[config.mk]
export PLATFORM = sky130hd
export DESIGN_NAME = qam_diff_mapper
export DESIGN_NICKNAME = d
export VERILOG_FILES = /design/src/rtl/qdm_pkg.sv /design/src/rtl/qdm_packer.sv /design/src/rtl/qdm_diffenc.sv /design/src/rtl/qam_diff_mapper.sv
export SDC_FILE = /design/constraint.sdc
export NUM_CORES = 1
export LEC_CHECK = 0
export ABC_AREA = 1
export BUFFER_PORTS_ARGS = -buffer_cell sky130_fd_sc_hd__buf_2
export CAP_MARGIN = 10
export CORE_AREA = 2 2 94 96
export DETAILED_ROUTE_END_ITERATION = 8
export DIE_AREA = 0 0 96 98
export HOLD_SLACK_MARGIN = 0.15
export RECOVER_POWER = 25
export SYNTH_ARGS = -nofsm -noshare
export SYNTH_HDL_FRONTEND = slang
export SYNTH_SLANG_ARGS = --single-unit
[constraint.sdc]
create_clock -name clk -period 5.6 [get_ports clk]
set_input_delay 1.12 -clock clk [delete_from_list [all_inputs] [get_ports clk]]
set_output_delay 1.12 -clock clk [all_outputs]
set_load 0.03 [all_outputs]
[src/rtl/qdm_pkg.sv]
package qdm_pkg;

    typedef logic [3:0] width_t;

    typedef enum logic [0:0] {
        PK_NEED = 1'b0,
        PK_HAVE = 1'b1
    } pk_state_e;

    typedef enum logic [0:0] {
        OS_EMPTY = 1'b0,
        OS_FULL  = 1'b1
    } os_state_e;

    function automatic width_t width_of(input logic [2:0] code);
        width_t w;
        if (code <= 3'd4)
            w = width_t'(code) + 4'd4;
        else
            w = 4'd8;
        return w;
    endfunction

endpackage

[src/rtl/qdm_packer.sv]
module qdm_packer
    import qdm_pkg::*;
#(
    parameter int ACC_W = 16,
    parameter int SYM_W = 8,
    localparam int CNT_W = $clog2(ACC_W + 1)
) (
    input  logic               clk,
    input  logic               rst_n,
    input  logic [7:0]         in_data,
    input  logic               in_valid,
    input  logic               in_sof,
    input  logic [2:0]         qam_sel,
    input  logic               annex_c,
    input  logic               take,
    output logic               in_ready,
    output logic               sym_avail,
    output logic [SYM_W-1:0]   sym_raw,
    output width_t             cur_w,
    output logic               cur_var,
    output logic               frame_clr,
    output logic [CNT_W-1:0]   buf_cnt
);

    pk_state_e          st_q, st_n;
    logic [ACC_W-1:0]   acc_q, acc_n;
    logic [CNT_W-1:0]   cnt_q, cnt_n;
    width_t             w_q, w_n;
    logic               var_q, var_n;
    logic               room;
    logic               accept;
    logic [CNT_W-1:0]   shamt;
    logic [ACC_W-1:0]   shifted;

    assign room = (int'(cnt_q) - int'(w_q) + 8) <= ACC_W;

    always_comb begin
        in_ready  = 1'b0;
        sym_avail = 1'b0;
        shamt     = '0;
        unique case (st_q)
            PK_NEED: begin
                in_ready  = 1'b1;
                sym_avail = 1'b0;
            end
            PK_HAVE: begin
                in_ready  = take && !in_sof && room;
                sym_avail = 1'b1;
                shamt     = cnt_q - CNT_W'(w_q);
            end
        endcase
    end

    assign accept  = in_valid && in_ready;
    assign shifted = acc_q >> shamt;

    for (genvar g = 0; g < SYM_W; g++) begin : g_mask
        assign sym_raw[g] = sym_avail && (g < int'(w_q)) && shifted[g];
    end

    always_comb begin
        acc_n     = acc_q;
        cnt_n     = cnt_q;
        w_n       = w_q;
        var_n     = var_q;
        frame_clr = 1'b0;
        if (accept && in_sof) begin
            acc_n     = ACC_W'(in_data);
            cnt_n     = CNT_W'(8);
            w_n       = width_of(qam_sel);
            var_n     = annex_c;
            frame_clr = 1'b1;
        end else begin
            if (take)
                cnt_n = cnt_q - CNT_W'(w_q);
            if (accept) begin
                acc_n = {acc_q[ACC_W-9:0], in_data};
                cnt_n = cnt_n + CNT_W'(8);
            end
        end
        st_n = (cnt_n >= CNT_W'(w_n)) ? PK_HAVE : PK_NEED;
    end

    always_ff @(posedge clk or negedge rst_n) begin
        if (!rst_n) begin
            st_q  <= PK_NEED;
            acc_q <= '0;
            cnt_q <= '0;
            w_q   <= 4'd8;
            var_q <= 1'b0;
        end else begin
            st_q  <= st_n;
            acc_q <= acc_n;
            cnt_q <= cnt_n;
            w_q   <= w_n;
            var_q <= var_n;
        end
    end

    assign cur_w   = w_q;
    assign cur_var = var_q;
    assign buf_cnt = cnt_q;

endmodule

[src/rtl/qdm_diffenc.sv]
module qdm_diffenc (
    input  logic clk,
    input  logic rst_n,
    input  logic clr,
    input  logic adv,
    input  logic var_c,
    input  logic a,
    input  logic b,
    output logic i_o,
    output logic q_o
);

    logic ip_q, qp_q;

    always_comb begin
        if (a == b) begin
            i_o = a;
            q_o = b;
        end else if (var_c) begin
            i_o = a ^ ip_q;
            q_o = b ^ qp_q;
        end else begin
            i_o = a ^ qp_q;
            q_o = b ^ ip_q;
        end
    end

    always_ff @(posedge clk or negedge rst_n) begin
        if (!rst_n) begin
            ip_q <= 1'b0;
            qp_q <= 1'b0;
        end else if (clr) begin
            ip_q <= 1'b0;
            qp_q <= 1'b0;
        end else if (adv) begin
            ip_q <= i_o;
            qp_q <= q_o;
        end
    end

endmodule

[src/rtl/qam_diff_mapper.sv]
module qam_diff_mapper
    import qdm_pkg::*;
#(
    parameter int ACC_W = 16,
    localparam int SYM_W = 8,
    localparam int CNT_W = $clog2(ACC_W + 1)
) (
    input  logic             clk,
    input  logic             rst_n,
    input  logic [7:0]       in_data,
    input  logic             in_valid,
    input  logic             in_sof,
    output logic             in_ready,
    input  logic [2:0]       qam_sel,
    input  logic             annex_c,
    output logic [SYM_W-1:0] sym_out,
    output logic             sym_valid,
    input  logic             out_ready,
    output logic             quad_i,
    output logic             quad_q
);

    os_state_e          os_q, os_n;
    logic               take;
    logic               sym_avail;
    logic [SYM_W-1:0]   sym_raw;
    logic [SYM_W-1:0]   sym_next;
    width_t             buf_w;
    width_t             out_w_q;
    logic               cur_var;
    logic               frame_clr;
    logic [CNT_W-1:0]   buf_cnt;
    logic               top_a, top_b;
    logic               enc_i, enc_q;
    logic [SYM_W-1:0]   sym_q;
    logic               qi_q, qq_q;

    qdm_packer #(.ACC_W(ACC_W), .SYM_W(SYM_W)) u_pack (
        .clk       (clk),
        .rst_n     (rst_n),
        .in_data   (in_data),
        .in_valid  (in_valid),
        .in_sof    (in_sof),
        .qam_sel   (qam_sel),
        .annex_c   (annex_c),
        .take      (take),
        .in_ready  (in_ready),
        .sym_avail (sym_avail),
        .sym_raw   (sym_raw),
        .cur_w     (buf_w),
        .cur_var   (cur_var),
        .frame_clr (frame_clr),
        .buf_cnt   (buf_cnt)
    );

    always_comb begin
        top_a = 1'b0;
        top_b = 1'b0;
        for (int k = 0; k < SYM_W; k++) begin
            if (k == int'(buf_w) - 1) top_a = sym_raw[k];
            if (k == int'(buf_w) - 2) top_b = sym_raw[k];
        end
    end

    qdm_diffenc u_diff (
        .clk   (clk),
        .rst_n (rst_n),
        .clr   (frame_clr),
        .adv   (take),
        .var_c (cur_var),
        .a     (top_a),
        .b     (top_b),
        .i_o   (enc_i),
        .q_o   (enc_q)
    );

    for (genvar g = 0; g < SYM_W; g++) begin : g_merge
        assign sym_next[g] = (g == int'(buf_w) - 1) ? enc_i :
                             (g == int'(buf_w) - 2) ? enc_q : sym_raw[g];
    end

    always_comb begin
        take = 1'b0;
        os_n = os_q;
        unique case (os_q)
            OS_EMPTY: begin
                take = sym_avail;
                os_n = sym_avail ? OS_FULL : OS_EMPTY;
            end
            OS_FULL: begin
                take = sym_avail && out_ready;
                os_n = (out_ready && !sym_avail) ? OS_EMPTY : OS_FULL;
            end
        endcase
    end

    always_ff @(posedge clk or negedge rst_n) begin
        if (!rst_n)
            os_q <= OS_EMPTY;
        else
            os_q <= os_n;
    end

    always_ff @(posedge clk or negedge rst_n) begin
        if (!rst_n) begin
            sym_q   <= '0;
            qi_q    <= 1'b0;
            qq_q    <= 1'b0;
            out_w_q <= 4'd8;
        end else if (take) begin
            sym_q   <= sym_next;
            qi_q    <= enc_i;
            qq_q    <= enc_q;
            out_w_q <= buf_w;
        end
    end

    assign sym_valid = (os_q == OS_FULL);
    assign sym_out   = sym_q;
    assign quad_i    = qi_q;
    assign quad_q    = qq_q;

endmodule

**Yosys cells after proc, flatten, opt, wreduce, memory -nomap -nowiden**

Cells that the tools add are included.

- Add/sub/neg operators: 7
- Magnitude comparators: 11
- Equality and inequality tests: 15
- Shift operators: 1
- Muxes and demuxes: 57
- Bitwise logic cells: 6
- Reductions and logical operators: 28

Operators with widths:

| kind | count |
|---|---|
| logical NOT 32 bit | 2 |
| 2-to-1 mux 1 bit | 44 |
| equality test 4 x 5 -> 1 bit, first input constant | 8 |
| adder 32 x 5 -> 32 bit, second input constant | 1 |
| <= comparator 32 x 6 -> 1 bit, second input constant | 1 |
| 2-to-1 mux 16 bit | 2 |
| 2-to-1 mux 5 bit | 5 |
| logical AND 1 bit | 22 |
| equality test 3 x 5 -> 1 bit, first input constant | 4 |
| < comparator 3 x 4 -> 1 bit, first input constant | 4 |
| >> shifter 16 x 5 -> 8 bit | 1 |
| equality test 2 x 5 -> 1 bit, first input constant | 2 |
| < comparator 1 x 4 -> 1 bit, first input constant | 2 |
| < comparator 2 x 4 -> 1 bit, first input constant | 2 |
| 2-to-1 mux 4 bit | 2 |
| case mux 1 bit (2 select lines) | 4 |
| subtractor 5 x 4 -> 6 bit | 1 |
| adder 5 x 4 -> 5 bit, second input constant | 1 |
| >= comparator 5 x 4 -> 1 bit | 1 |
| subtractor 4 x 1 -> 5 bit, second input constant | 1 |
| subtractor 4 x 2 -> 5 bit, second input constant | 1 |
| subtractor 5 x 4 -> 5 bit | 1 |
| adder 3 x 3 -> 4 bit, second input constant | 1 |
| nonzero test 2 bit | 2 |
| 5 further kinds | 10 |

- Register bits after elaboration: 40
- Input port bits: 17
- Output and inout port bits: 12
- Word-level logic and storage cells: 136

**Logic depth before layout (Yosys ltp)**

- Word-level depth: 17
- Depth in mapped cells: 28
- Mapped depth without buffers: 28

**Hierarchy**

From an unflattened synthesis, not the netlist that was laid out.

- Cells, all modules: 538
- Area total of the unflattened synthesis: 3,377.0 um^2

Modules (own cells, without submodules):

| module | times used | cells an instance | area each (um^2) | sequential area each (um^2) |
|---|---|---|---|---|
| qdm_packer | 1 | 358 | 2,260.9 | 676.9 |
| qam_diff_mapper | 1 | 151 | 942.2 | 275.3 |
| qdm_diffenc | 1 | 29 | 173.9 | 50.0 |

**Worst setup path after synthesis**

OpenSTA, ideal clock, no wires.

- Path kind: register -> register
- Start: reg u_pack.w_q[3], in the netlist u_pack.cur_w[3]
- End: reg u_pack.st_q
- Setup time: 0.129 ns
- Arrival: 4.241 ns
- Data required time: 5.471 ns
- Setup slack: 1.231 ns
- Stages on the path, launching flop included: 25
- Buffers on the path: 0
- Clock period less this slack: 4.369 ns
- Cell sequence: dfstp_2 > inv_1 > ha_1 > a21oi_1 > nand3_1 > nand2_1 > ha_1 > inv_1 > ha_1 > inv_1 > nor4_1 > a21oi_1 > o31ai_2 > nand2_1 > inv_2 > nand2_2 > nor2_2 > nand2_1 > o21ai_0 > ha_1 > o21ai_0 > nand2_1 > a21o_1 > a21oi_1 > o21ai_0

- Longest elaborated chain between the ends: 10
- Elaborated cells on any way between the ends: 16
- Those cells by class: 4 x add/sub; 2 x order compare; 7 x mux; 3 x reduce/logical

RTL lines:

| element | line | text |
|---|---|---|
| start, declared | qdm_packer.sv:28 | `width_t w_q, w_n;` |
| start signal, assigned | qdm_packer.sv:95 | `w_q <= w_n;` |
| subtractor 5 x 4 -> 6 bit | qdm_packer.sv:35 | `assign room = (int'(cnt_q) - int'(w_q) + 8) <= ACC_W;` |
| adder 32 x 5 -> 32 bit | qdm_packer.sv:35 |  |
| <= comparator 32 x 6 -> 1 bit | qdm_packer.sv:35 |  |
| logical AND 1 bit | qdm_packer.sv:47 | `in_ready = take && !in_sof && room;` |
| case mux 1 bit (2 select lines) | qdm_packer.sv:41 | `unique case (st_q)` |
| via in_ready | qam_diff_mapper.sv:13 | `output logic in_ready,` |
| logical AND 1 bit | qdm_packer.sv:54 | `assign accept = in_valid && in_ready;` |
| logical AND 1 bit | qdm_packer.sv:67 | `if (accept && in_sof) begin` |
| 2-to-1 mux 4 bit | qdm_packer.sv:67 |  |
| via u_pack.w_n[0] | qdm_packer.sv:28 |  |
| >= comparator 5 x 4 -> 1 bit | qdm_packer.sv:81 | `st_n = (cnt_n >= CNT_W'(w_n)) ? PK_HAVE : PK_NEED;` |
| 2-to-1 mux 1 bit | qdm_packer.sv:81 |  |
| via u_pack.st_n | qdm_packer.sv:25 | `pk_state_e st_q, st_n;` |
| end signal, assigned | qdm_packer.sv:92 | `st_q <= st_n;` |
| end, declared | qdm_packer.sv:25 |  |

The timed path passes the listed nets, and every way through them passes these cells. The select of a mux whose other input is x is not followed.
A chain may end at the register's enable or synchronous reset.

**Worst setup path after layout**

- Start: reg u_pack.w_q[3], in the netlist u_pack.cur_w[3]
- End: reg u_pack.st_q

- Longest elaborated chain between the ends: 10
- Elaborated cells on any way between the ends: 16
- Those cells by class: 4 x add/sub; 2 x order compare; 7 x mux; 3 x reduce/logical

RTL lines:

| element | line |
|---|---|
| subtractor 5 x 4 -> 6 bit | qdm_packer.sv:35 |
| adder 32 x 5 -> 32 bit | qdm_packer.sv:35 |
| <= comparator 32 x 6 -> 1 bit | qdm_packer.sv:35 |
| logical AND 1 bit | qdm_packer.sv:47 |
| case mux 1 bit (2 select lines) | qdm_packer.sv:41 |
| logical AND 1 bit | qdm_packer.sv:54 |
| logical AND 1 bit | qdm_packer.sv:67 |
| 2-to-1 mux 4 bit | qdm_packer.sv:67 |
| via u_pack.w_n[0] | qdm_packer.sv:28 |
| >= comparator 5 x 4 -> 1 bit | qdm_packer.sv:81 |
| 2-to-1 mux 1 bit | qdm_packer.sv:81 |
| via u_pack.st_n | qdm_packer.sv:25 |

The timed path passes the listed nets, and every way through them passes these cells. The select of a mux whose other input is x is not followed.

==> metrics.log <==
[metrics] total wire length after detailed routing: 8.70 mm
[metrics] number of flops mapped to enable cells by yosys: 0
[metrics] cell at the root of the clock tree: clkbuf_8
[metrics] Rel. slew slack: -46.6%
[metrics] share of layout cells above drive strength 1: 10.4%
[metrics] vias in the first global route: 3221
[metrics] worst path arrival time: 5.12 ns
[metrics] startpoint of the tightest hold check path: sym_out[3]
[metrics] kind of launch point of the worst setup path: flop
[metrics] syn avg cell area: 6.38 um2
[metrics] basic-gate share of the synthesized area counting and, or, nand and nor cells: 44.4%
[metrics] final hold vios: 0
[metrics] reg2reg setup slack: 0.65 ns
[metrics] fraction of synthesized area in multiplexers: 0%
[metrics] max-slew violation count: 41
[metrics] violated checks: max-capacitance violations, max-slew violations
[metrics] Post-DP HPWL: 6.63 mm
[metrics] Post-Synthesis Net Count: 551
[metrics] Chip Height: 98 um
[metrics] critical-path cell list: inv_1, ha_1, a21oi_1, nand3_1, nand2_1, ha_1, inv_1, ha_1, inv_1, nor4_1, a21oi_1, o31ai_2, nand2_1, inv_2, nand2_2, inv_1, o21ai_0, ha_1, o21ai_0, nand2_1, a21o_1, a21oi_1, o21ai_0
[metrics] standard cell with the maximum stage delay on the critical path: dfstp_2
[metrics] share of the synthesized netlist area taken by xor and xnor gates: 0.531%
[metrics] Fin Setup TNS: 0 ns
[metrics] number of top-level pins: 29
[metrics] total via count after detailed routing: 3411
[metrics] final setup slack of the worst path: 0.648 ns
[metrics] source-to-sink clock delay at the later pin of the worst-skew pair: 0.30 ns
[metrics] post-synthesis cell count: 517
[metrics] area of the core: 8470 um2
[metrics] ys flop type: dfrtp_1
[metrics] number of H-tree levels: 2
[metrics] Die Area: 9410 um2
[metrics] Fin Clk Skew: 0.00772 ns
[metrics] global-route wire length before repair: 15.0 mm
[metrics] Final Cell Area: 3580 um2
[metrics] multi-input logic area: 1970 um2
[metrics] actual transition at the worst max-transition pin: 2.20 ns
[metrics] Sequential cell area: 1000 um2
[metrics] NumNets Final: 573
[metrics] startpoint of the lowest-slack register-to-register path: u_pack.cur_w[3]
[metrics] commonest non-fill, non-tap cells in the layout: nand2_1, nand3_1, inv_1
[metrics] shortest period the worst path allows: 4.95 ns
[metrics] synthesized-area fraction occupied by ao, oa, aoi and oai cells: 8.16%
[metrics] maximum number of pins on one net before global-route repair: 41
[metrics] endpoint of the worst-slack reg-to-reg timing path: u_pack.st_q
[metrics] initial core utilization: 38.9%
[metrics] Hold WC Path Type: flop to flop
[metrics] critical path class: flop to flop
[metrics] combinational family with the most area after synthesis: simple AND/OR/NAND/NOR gates
[metrics] die width: 96 um
[metrics] timing-limited maximum frequency: 0.202 GHz
[metrics] adder-cell share of the synthesized area: 6.68%
[metrics] number of optimization iterations in the first detailed-route pass: 5
[metrics] RSZ-0062 raised after global routing: false
[metrics] run status: finished with violations
[metrics] clock net sink count: 40
[metrics] quantity of hold-fixing buffers added after cts: 0
[metrics] Site Rows: 34
[metrics] hold endpoint: sym_out[3]
[metrics] area added between synthesis and finish: 8.54%
[metrics] number of different library cells in the post-synthesis netlist: 34
[metrics] number of diodes: 0
[metrics] clock tree from TritonCTS: yes
[metrics] combined global-route utilization of all metal layers: 19.8%
[metrics] setup violators final: 0
[metrics] Final Wtd Congestion: 0.880
[metrics] required time of the critical path: 5.77 ns
[metrics] global route total overflow: 0
[metrics] Register-to-Register Path Depth: 23
[metrics] detailed-route wire length per cell: 13.4 um
[metrics] DRC marker count from the first detailed-route iteration: 286
[metrics] number of warning messages in the yosys log: 0
[metrics] CP peak stage delay: 0.56 ns
[metrics] Post-Synthesis Cell Area: 3300 um2
[metrics] pre-CTS worst setup slack: 0.657 ns
[metrics] number of buffers on the longest clock path: 2
[metrics] register bit total from synthesis: 40
[metrics] FILL cells: 928
[metrics] peak fanout along the critical path: 22
[metrics] Remaining DRCs: 0
[metrics] share of the cycle needed by the critical path after routing: 88.4%
[metrics] Post-CTS Setup Repair Bufs: 0
[metrics] post-synthesis sequential area ratio: 30.4%
[metrics] per-cell via count in the routed design: 5.26
[metrics] placed inst area: 3490 um2
[metrics] clock transition time at the flip-flop clock pins of the worst setup and hold paths: 0.08 ns
[metrics] Worst Setup End Kind: flop
[metrics] WHS Path Cells: 2
[metrics] antenna violations before repair: 0
[metrics] number of buffers created by CTS: 5
[metrics] MaxCap Viol Count: 1
[metrics] Buffers on Ports: 28
[metrics] total of cells resized after clock tree synthesis: 0
[metrics] Synth async-reset ratio: 100%
[metrics] count of antenna-violating nets left after detailed routing: 0
[metrics] most common cell after layout, fill and taps aside: nand2_1
-- worst max-delay path: cells and delay by family, from the launching register on --
| kind | cells | cell delay [ns] |
|---|---|---|
| DFF | 1 | 0.56 |
| adders and majority gates | 4 | 1.09 |
| and+or+nand+nor | 6 | 1.13 |
| buffers and inverters | 5 | 0.79 |
| AOI/OAI and AO/OA | 8 | 1.24 |
-- registers in the layout, indices dropped and copies added, names as in the netlist --
register / cells
quad_i: 1
quad_q: 1
sym_out: 8
sym_valid: 1
u_diff.ip_q: 1
u_diff.qp_q: 1
u_pack.acc_q: 16
u_pack.buf_cnt: 5
u_pack.cur_var: 1
u_pack.cur_w: 4
u_pack.st_q: 1
-- how the worst max path moves through the flow --
stage | startpoint | to | slack (ns) | depth (start not counted)
floorplan | u_pack.cur_w[3] | u_pack.st_q | 1.23 | 24
global placement | u_pack.cur_w[3] | u_pack.st_q | 0.95 | 23
detailed placement | u_pack.cur_w[3] | u_pack.st_q | 0.66 | 23
CTS | u_pack.cur_w[3] | u_pack.st_q | 0.63 | 23
global route | u_pack.cur_w[2] | u_pack.st_q | 0.15 | 25
finish | u_pack.cur_w[3] | u_pack.st_q | 0.65 | 23
-- routing by layer --
metal	GRT usage [%]	share of wire (%)	vias to the layer above
met2	31.1	47	90
li1	-	-	1737
met4	5.49	1.7	0
met3	2.31	3.5	15
met1	28.4	48	1569
met5	0	0	-
-- final cells by class --
class / count / area share [%]
multi-input combinational: 402 / 55.1
clock buffer: 7 / 2.41
sequential: 40 / 28.0
timing repair buffer: 29 / 4.09
tap: 108 / 3.78
clock inverter: 1 / 0.210
inverter: 61 / 6.43
-- cell families (layout without fill, tap and decap cells) --
| kind of cell | Yosys count | count (layout) |
|---|---|---|
| compound gates | 48 | 48 |
| buf+inv | 75 | 98 |
| xor+xnor | 2 | 2 |
| flops | 40 | 40 |
| fa+ha+maj | 17 | 17 |
| simple gates | 335 | 335 |
-- stage by stage --
stage,hold WS (ns),instances,util (%)
final,0.473,648,42.3
after global routing,0.508,648,42.3
after CTS,0.482,648,42.3
after detailed placement,0.460,640,41.2
after global placement,0.457,640,41.2
after floorplan,0.471,517,-
-- cells in the mapped netlist (all sizes together), types with 2 or more instances --
cell    number  area (um2)
a21o         2        15.0
a21oi       17        85.1
buf         11        82.6
clkbuf       3        11.3
clkinv       2        8.75
dfrtp       39         976
ha          16         200
inv         59         221
nand2      162         618
nand3      106         536
nand4        8        50.1
nor2        47         199
nor3        11        55.1
o21ai       21         105
o22ai        2        12.5
xor2         2        17.5
Power is left out: the tool's default activity adds up to more than one toggle a clock period on the data nets, which glitch-free logic cannot reach.
